### src/rtl/dmc_pkg.sv
package dmc_pkg;
  typedef enum logic [2:0] {
    S_IDLE   = 3'd0,
    S_BYPASS = 3'd1,
    S_EVICT  = 3'd2,
    S_FILL   = 3'd3,
    S_FLUSH  = 3'd4
  } dmc_state_t;
endpackage

### src/rtl/dmc_store.sv
// Line storage: valid/dirty flags with reset, tag and data arrays without.
module dmc_store #(
  parameter int TAG_W  = 16,
  parameter int IDX_W  = 6,
  parameter int DATA_W = 32
) (
  input  logic              clk,
  input  logic              rst_n,
  input  logic [IDX_W-1:0]  idx,
  input  logic              wr_en,
  input  logic [TAG_W-1:0]  wr_tag,
  input  logic [DATA_W-1:0] wr_data,
  input  logic              wr_dirty,
  input  logic              inval_all,
  output logic              rd_valid,
  output logic              rd_dirty,
  output logic [TAG_W-1:0]  rd_tag,
  output logic [DATA_W-1:0] rd_data
);
  localparam int LINES = 1 << IDX_W;

  logic [LINES-1:0]  valid_q, dirty_q;
  logic [TAG_W-1:0]  tag_mem  [LINES];
  logic [DATA_W-1:0] data_mem [LINES];

  always_ff @(posedge clk or negedge rst_n) begin
    if (!rst_n) begin
      valid_q <= '0;
      dirty_q <= '0;
    end else if (inval_all) begin
      valid_q <= '0;
      dirty_q <= '0;
    end else if (wr_en) begin
      valid_q[idx] <= 1'b1;
      dirty_q[idx] <= wr_dirty;
    end
  end

  always_ff @(posedge clk) begin
    if (wr_en) begin
      tag_mem[idx]  <= wr_tag;
      data_mem[idx] <= wr_data;
    end
  end

  assign rd_valid = valid_q[idx];
  assign rd_dirty = dirty_q[idx];
  assign rd_tag   = tag_mem[idx];
  assign rd_data  = data_mem[idx];
endmodule

### src/rtl/dmc_fsm.sv
// Lookup, miss handling, bypass and flush sequencing.
module dmc_fsm
  import dmc_pkg::*;
#(
  parameter int ADDR_W = 24,
  parameter int OFS_W  = 2,
  parameter int IDX_W  = 6,
  parameter int DATA_W = 32,
  localparam int TAG_W = ADDR_W - OFS_W - IDX_W,
  localparam int BLK_W = ADDR_W - OFS_W
) (
  input  logic              clk,
  input  logic              rst_n,
  input  logic              mode_disable,
  input  logic              mode_wb,
  input  logic              cmd_inval,
  input  logic              cmd_flush,
  input  logic              cpu_req,
  input  logic              cpu_we,
  input  logic [ADDR_W-1:0] cpu_addr,
  input  logic [DATA_W-1:0] cpu_wdata,
  output logic              cpu_ready,
  output logic [DATA_W-1:0] cpu_rdata,
  output logic              mem_req,
  output logic              mem_we,
  output logic [BLK_W-1:0]  mem_addr,
  output logic [DATA_W-1:0] mem_wdata,
  input  logic              mem_ack,
  input  logic [DATA_W-1:0] mem_rdata,
  output logic [IDX_W-1:0]  lk_idx,
  input  logic              lk_valid,
  input  logic              lk_dirty,
  input  logic [TAG_W-1:0]  lk_tag,
  input  logic [DATA_W-1:0] lk_data,
  output logic              st_we,
  output logic [TAG_W-1:0]  st_tag,
  output logic [DATA_W-1:0] st_data,
  output logic              st_dirty,
  output logic              st_inval
);
  localparam logic [IDX_W-1:0] LAST_IDX = {IDX_W{1'b1}};

  dmc_state_t       state_q, state_d;
  logic [IDX_W-1:0] cnt_q, cnt_d;
  logic             cnt_en;

  logic [TAG_W-1:0] cpu_tag;
  logic [IDX_W-1:0] cpu_idx;
  logic [BLK_W-1:0] cpu_blk;
  logic             hit, victim_dirty, unused_ofs;

  assign cpu_blk    = cpu_addr[ADDR_W-1:OFS_W];
  assign cpu_tag    = cpu_addr[ADDR_W-1 -: TAG_W];
  assign cpu_idx    = cpu_addr[OFS_W +: IDX_W];
  assign unused_ofs = ^cpu_addr[OFS_W-1:0];

  assign lk_idx       = (state_q == S_FLUSH) ? cnt_q : cpu_idx;
  assign hit          = lk_valid && (lk_tag == cpu_tag);
  assign victim_dirty = lk_valid && lk_dirty;

  always_comb begin
    state_d   = state_q;
    cnt_d     = cnt_q;
    cnt_en    = 1'b0;
    cpu_ready = 1'b0;
    cpu_rdata = lk_data;
    mem_req   = 1'b0;
    mem_we    = 1'b0;
    mem_addr  = cpu_blk;
    mem_wdata = cpu_wdata;
    st_we     = 1'b0;
    st_tag    = cpu_tag;
    st_data   = cpu_wdata;
    st_dirty  = 1'b0;
    st_inval  = 1'b0;
    case (state_q)
      S_IDLE: begin
        if (cmd_inval) begin
          st_inval = 1'b1;
        end else if (cmd_flush) begin
          state_d = S_FLUSH;
          cnt_d   = '0;
          cnt_en  = 1'b1;
        end else if (cpu_req) begin
          if (mode_disable) begin
            state_d = S_BYPASS;
          end else if (hit) begin
            if (!cpu_we) begin
              cpu_ready = 1'b1;
            end else if (mode_wb) begin
              st_we     = 1'b1;
              st_dirty  = 1'b1;
              cpu_ready = 1'b1;
            end else begin
              state_d = S_BYPASS;
            end
          end else if (cpu_we && !mode_wb) begin
            state_d = S_BYPASS;
          end else if (victim_dirty) begin
            state_d = S_EVICT;
          end else begin
            state_d = S_FILL;
          end
        end
      end
      S_BYPASS: begin
        mem_req = 1'b1;
        mem_we  = cpu_we;
        if (mem_ack) begin
          cpu_ready = 1'b1;
          cpu_rdata = mem_rdata;
          state_d   = S_IDLE;
          if (cpu_we && !mode_disable && hit) begin
            st_we    = 1'b1;
            st_dirty = lk_dirty;
          end
        end
      end
      S_EVICT: begin
        mem_req   = 1'b1;
        mem_we    = 1'b1;
        mem_addr  = {lk_tag, lk_idx};
        mem_wdata = lk_data;
        if (mem_ack) state_d = S_FILL;
      end
      S_FILL: begin
        mem_req = 1'b1;
        if (mem_ack) begin
          st_we   = 1'b1;
          st_data = mem_rdata;
          state_d = S_IDLE;
        end
      end
      S_FLUSH: begin
        mem_addr  = {lk_tag, lk_idx};
        mem_wdata = lk_data;
        mem_req   = victim_dirty;
        mem_we    = victim_dirty;
        if (!victim_dirty || mem_ack) begin
          if (mem_ack) begin
            st_we   = 1'b1;
            st_tag  = lk_tag;
            st_data = lk_data;
          end
          if (cnt_q == LAST_IDX) begin
            st_inval = 1'b1;
            state_d  = S_IDLE;
          end else begin
            cnt_d  = cnt_q + 1'b1;
            cnt_en = 1'b1;
          end
        end
      end
      default: state_d = S_IDLE;
    endcase
  end

  always_ff @(posedge clk or negedge rst_n) begin
    if (!rst_n) state_q <= S_IDLE;
    else        state_q <= state_d;
  end

  always_ff @(posedge clk or negedge rst_n) begin
    if (!rst_n)      cnt_q <= '0;
    else if (cnt_en) cnt_q <= cnt_d;
  end
endmodule

### src/rtl/dmc_cache.sv
module dmc_cache #(
  parameter int ADDR_W = 24,
  parameter int OFS_W  = 2,
  parameter int IDX_W  = 6,
  parameter int DATA_W = 32,
  localparam int TAG_W = ADDR_W - OFS_W - IDX_W,
  localparam int BLK_W = ADDR_W - OFS_W
) (
  input  logic              clk,
  input  logic              rst_n,
  input  logic              mode_disable,
  input  logic              mode_wb,
  input  logic              cmd_inval,
  input  logic              cmd_flush,
  input  logic              cpu_req,
  input  logic              cpu_we,
  input  logic [ADDR_W-1:0] cpu_addr,
  input  logic [DATA_W-1:0] cpu_wdata,
  output logic              cpu_ready,
  output logic [DATA_W-1:0] cpu_rdata,
  output logic              mem_req,
  output logic              mem_we,
  output logic [BLK_W-1:0]  mem_addr,
  output logic [DATA_W-1:0] mem_wdata,
  input  logic              mem_ack,
  input  logic [DATA_W-1:0] mem_rdata
);
  logic [1:0]        rst_sync_q;
  logic              rst_core_n;
  logic [IDX_W-1:0]  lk_idx;
  logic              lk_valid, lk_dirty, st_we, st_dirty, st_inval;
  logic [TAG_W-1:0]  lk_tag, st_tag;
  logic [DATA_W-1:0] lk_data, st_data;

  // Asserted asynchronously, released on the second clock edge.
  always_ff @(posedge clk or negedge rst_n) begin
    if (!rst_n) rst_sync_q <= 2'b00;
    else        rst_sync_q <= {rst_sync_q[0], 1'b1};
  end
  assign rst_core_n = rst_sync_q[1];

  dmc_fsm #(
    .ADDR_W(ADDR_W), .OFS_W(OFS_W), .IDX_W(IDX_W), .DATA_W(DATA_W)
  ) u_fsm (
    .clk(clk), .rst_n(rst_core_n),
    .mode_disable(mode_disable), .mode_wb(mode_wb),
    .cmd_inval(cmd_inval), .cmd_flush(cmd_flush),
    .cpu_req(cpu_req), .cpu_we(cpu_we), .cpu_addr(cpu_addr), .cpu_wdata(cpu_wdata),
    .cpu_ready(cpu_ready), .cpu_rdata(cpu_rdata),
    .mem_req(mem_req), .mem_we(mem_we), .mem_addr(mem_addr), .mem_wdata(mem_wdata),
    .mem_ack(mem_ack), .mem_rdata(mem_rdata),
    .lk_idx(lk_idx), .lk_valid(lk_valid), .lk_dirty(lk_dirty),
    .lk_tag(lk_tag), .lk_data(lk_data),
    .st_we(st_we), .st_tag(st_tag), .st_data(st_data),
    .st_dirty(st_dirty), .st_inval(st_inval)
  );

  dmc_store #(
    .TAG_W(TAG_W), .IDX_W(IDX_W), .DATA_W(DATA_W)
  ) u_store (
    .clk(clk), .rst_n(rst_core_n), .idx(lk_idx),
    .wr_en(st_we), .wr_tag(st_tag), .wr_data(st_data), .wr_dirty(st_dirty),
    .inval_all(st_inval),
    .rd_valid(lk_valid), .rd_dirty(lk_dirty), .rd_tag(lk_tag), .rd_data(lk_data)
  );
endmodule

### config.mk
export PLATFORM = sky130hd
export DESIGN_NAME = dmc_cache
export DESIGN_NICKNAME = d
export VERILOG_FILES = /design/src/rtl/dmc_pkg.sv /design/src/rtl/dmc_store.sv /design/src/rtl/dmc_fsm.sv /design/src/rtl/dmc_cache.sv
export SDC_FILE = /design/constraint.sdc
export NUM_CORES = 2
export LEC_CHECK = 0
export BUFFER_PORTS_ARGS = -buffer_cell sky130_fd_sc_hd__buf_2
export CORE_MARGIN = 2
export CORE_UTILIZATION = 45
export CTS_BUF_LIST = sky130_fd_sc_hd__clkbuf_8
export CTS_CLUSTER_DIAMETER = 60
export DETAILED_ROUTE_END_ITERATION = 16
export HOLD_SLACK_MARGIN = 0.12
export PLACE_DENSITY_LB_ADDON = 0.08
export SYNTH_ARGS = -nofsm -noshare
export SYNTH_HDL_FRONTEND = slang
export SYNTH_SLANG_ARGS = --single-unit
### constraint.sdc
create_clock -name clk -period 4.4 [get_ports clk]
set_input_delay 0.44 -clock clk [delete_from_list [all_inputs] [get_ports clk]]
set_output_delay 0.44 -clock clk [all_outputs]
set_load 0.01 [all_outputs]
==> results.sh <==
export IMPL_worstSetupEndpointType="output port"
export IMPL_syn_cell_area_um2=124000
export IMPL_path_max_fanout=15
export IMPL_clock_skew_ns=0.0609
export IMPL_slowest_stage="nor4_4"
export IMPL_clkSlewWorstSetupHoldPaths_ns=0.06
export IMPL_whs_endpoint="u_store.dirty_q[40]"
export IMPL_critPathLaunchType="flop"
export IMPL_ys_flop_type="edfxtp_1"
export IMPL_hold_path_depth=5
export IMPL_via_per_inst=6.52
export IMPL_cp_common_cell="buf_4"
export IMPL_drive_above_1_share=0.288
export IMPL_dp_cells=12300
export IMPL_worstPathBufferInverterCount=7
export IMPL_ant_nets=0
export IMPL_grt_use_total=0.365
export IMPL_synth_most_common_cell="edfxtp_1"
export IMPL_ctsLongestPathBuffers=4
export IMPL_start_util=0.453
export IMPL_power_density_nw_per_um2=566
export IMPL_grt_pass1_wl_mm=704
export IMPL_run_status="complete, but fails checks"
export IMPL_synth_area_per_cell_um2=16.5
export IMPL_cp_cell_sequence="or3b_4, buf_6, buf_4, mux2i_4, buf_4, buf_4, o22ai_1, nor4_4, buf_4, xnor2_2, o2111ai_2, or4_4, buf_6, or3_4, o21ai_2, buf_2"
export IMPL_reg2reg_depth=20
export IMPL_htreeDepth=6
export IMPL_ff2ff_setup_slack_ns=-1.92
export IMPL_clock_root_buffer="clkbuf_8"
export IMPL_hp_start="cpu_addr[2]"
export IMPL_clock_sinks=3211
export IMPL_hpwl_mm=332
export IMPL_synth_fp_nets=7645
export IMPL_synthTopCellsByArea="edfxtp_1 (74%), a22oi_1 (4.0%), dfrtp_1 (2.8%)"
export IMPL_core_um2=274000
export IMPL_vias=88300
export IMPL_ys_ff_latch=3211
export IMPL_reg2reg_from="u_fsm.state_q[1]"
export IMPL_synth_cell_types=87
export IMPL_leakage_nw=54.9
export IMPL_cp_data_required_time_ns=3.96
export IMPL_path_class="reg -> out"
export IMPL_insertion_delay_ns=1.22
export IMPL_dieArea_um2=280000
export IMPL_syn_inst=7547
export IMPL_final_setup_worst_slack_ns=-2.08
export IMPL_drtIter0Drc=13700
export IMPL_synth_edf_count=3072
export IMPL_synth_top_area_cell="edfxtp_1"
export IMPL_rows=192
export IMPL_ir_drop_mv=0.412
export IMPL_drc=0
export IMPL_slowest_delay_ns=0.54
export IMPL_die_w_um=530
export IMPL_grt_pass1_vias=84400
export IMPL_port_buffer_count=183
export IMPL_final_max_slew_viol_count=0
export IMPL_numCtsBuffers=545
export IMPL_grt_ovfl_total=0
export IMPL_slew_headroom=0.259
export IMPL_maxCapViolations=0
export IMPL_place_ws_ns=-2.40
export IMPL_route_detailed_wl_per_inst_um=38.7
export IMPL_hp_class="in -> reg"
export IMPL_rsz0062_at_grt="yes"
export IMPL_grt_max_degree=86
export IMPL_critPathTopFamily="simple AND/OR/NAND/NOR gates"
export IMPL_io_pins=186
export IMPL_synth_common_cells="edfxtp_1 (3072), a22oi_1 (658), nand2_1 (461), clkbuf_1 (335), o22ai_1 (250)"
export IMPL_period_minus_slack_ns=6.48
export IMPL_antenna_found_initial=18
export IMPL_yosysSeqAreaShare=0.770
export IMPL_arrival_ns=6.04
export IMPL_hold_viol=0
export IMPL_drt_pass1_iter_count=6
export IMPL_nets=9520
export IMPL_gp_congestion=0.966
export IMPL_die_h_um=530
export IMPL_synth_top_area_share=0.742
export IMPL_synth_async_reset_ratio=0.0433
export IMPL_reg2reg_to="u_store.tag_mem[63][8]"
export IMPL_finalCritPeriodShare=1.47
export IMPL_fmax_mhz=154
export IMPL_yosysWarnings=0
export IMPL_fillCellCount=21100
export IMPL_final_instance_count_excl_fill=13500
export IMPL_worst_slew_pin_slew_ns=1.11
export IMPL_violations="negative setup slack"
export IMPL_tritoncts="built"
export IMPL_finalSetupViolations=5394
export IMPL_area_delta_synth_final_pct=28.5
export IMPL_wirelength_mm=523
==> worst max path at each step <==
stage / startpoint / endpoint / depth (start not counted)
CTS: u_fsm.state_q[1] / cpu_ready / 19
detailed placement: u_fsm.state_q[1] / u_store.data_mem[19][24] / 20
global route: u_fsm.state_q[1] / cpu_ready / 19
global placement: u_fsm.state_q[0] / u_store.data_mem[19][24] / 20
floorplan: u_fsm.state_q[0] / u_store.data_mem[49][0] / 17
finish: u_fsm.state_q[1] / cpu_ready / 16
==> cell families after synthesis <==
kind of cell,share of synthesized area
flops,0.770
compound gates,0.143
simple gates,0.0406
buf+inv,0.0195
mux,0.0257
xor+xnor,0.00106
fa+ha+maj,0.000101
other cells,0.0000302
==> cells in the final DEF (no fill, tap or decap), types with 47 or more instances in the layout <==
cell,synthesis,routed
inv_1,32,206
buf_12,0,451
nor2_1,128,121
nand4_1,62,62
o21ai_0,161,110
clkbuf_8,0,563
dlygate4sd3_1,0,92
nand3_1,83,81
o221ai_1,55,52
dfrtp_1,139,135
a22oi_1,658,653
a22o_1,246,245
o22ai_1,250,244
nor2b_1,47,47
a21oi_1,238,226
a211oi_4,20,50
a211oi_1,64,54
a221oi_1,248,214
nand2_1,461,455
mux2i_1,220,205
clkinv_1,0,125
buf_6,9,60
buf_2,103,181
edfxtp_1,3072,3072
a31oi_1,240,222
buf_4,11,1025
==> flip-flops by register name, summed over array words and instances, names as in the netlist <==
signal,cells
u_store.data_mem,2048
u_store.tag_mem,1024
u_store.dirty_q,64
u_store.valid_q,64
u_fsm.cnt_q,6
u_fsm.state_q,3
rst_sync_q,2
==> final cells by class <==
cell class | count | area [µm²] | share of cell area
sequential | 3211 | 95700 | 0.599
antenna | 12 | 30.0 | 0.000188
inverter | 36 | 148 | 0.000924
multi-input combinational | 3754 | 28600 | 0.179
clock buffer | 563 | 7750 | 0.0485
clock inverter | 396 | 1970 | 0.0124
timing repair inverter | 1 | 16.3 | 0.000102
tap | 3686 | 4610 | 0.0289
timing repair buffer | 1873 | 20900 | 0.131
==> per-layer routing <==
| layer | vias up | wire length [µm] | share of wire | global-route usage |
|---|---|---|---|---|
| li1 | 35100 | - | - | - |
| met1 | 45700 | 202000 | 0.39 | 0.499 |
| met2 | 6251 | 236000 | 0.45 | 0.558 |
| met3 | 1159 | 57900 | 0.11 | 0.0829 |
| met4 | 10 | 26900 | 0.051 | 0.164 |
| met5 | - | 61 | 0.00012 | 0 |
==> power breakdown <==
| part | total [mW] | internal, mW | switching [mW] |
|---|---|---|---|
| clock network | 24.8 | 12.3 | 12.4 |
| logic | 29.4 | 10.8 | 18.6 |
| registers | 36.2 | 36.0 | 0.137 |
==> per-stage QoR <==
step | setup TNS [ns] | power, mW | util | instance area [µm²] | hold slack (ns)
floorplan | -9062.36 | 47.8 | - | 125000 | 0.144
global route | -6210.22 | 92.6 | 0.583 | 160000 | 0.197
finish | -6291.16 | 90.4 | 0.583 | 160000 | 0.224
detailed placement | -8018.34 | 63.3 | 0.529 | 145000 | 0.230
global placement | -7856.26 | 63.2 | 0.529 | 145000 | 0.228
CTS | -5892.84 | 89.7 | 0.580 | 159000 | 0.148
==> worst register-to-register path, delay by kind of cell (launching register included) <==
family	cells	cell delay, ns
buffers and inverters	11	2.45
and+or+nand+nor	4	2.13
AOI/OAI and AO/OA	3	0.65
DFF	1	0.40
muxes	1	0.26
xor gates and xnor gates	1	0.13
==> repair_timing <==
| action | CTS | global route |
|---|---|---|
| gates resized for setup | 301 | 91 |
| buffers inserted | 99 | 23 |
| pin swaps | 62 | 37 |
| gates cloned | 29 | 8 |
| endpoints found under the setup margin | 5648 | 5633 |
| endpoints found under the hold margin | 3012 | 0 |
| hold buffers | 92 | 0 |
Power figures use the tool's default switching activity.
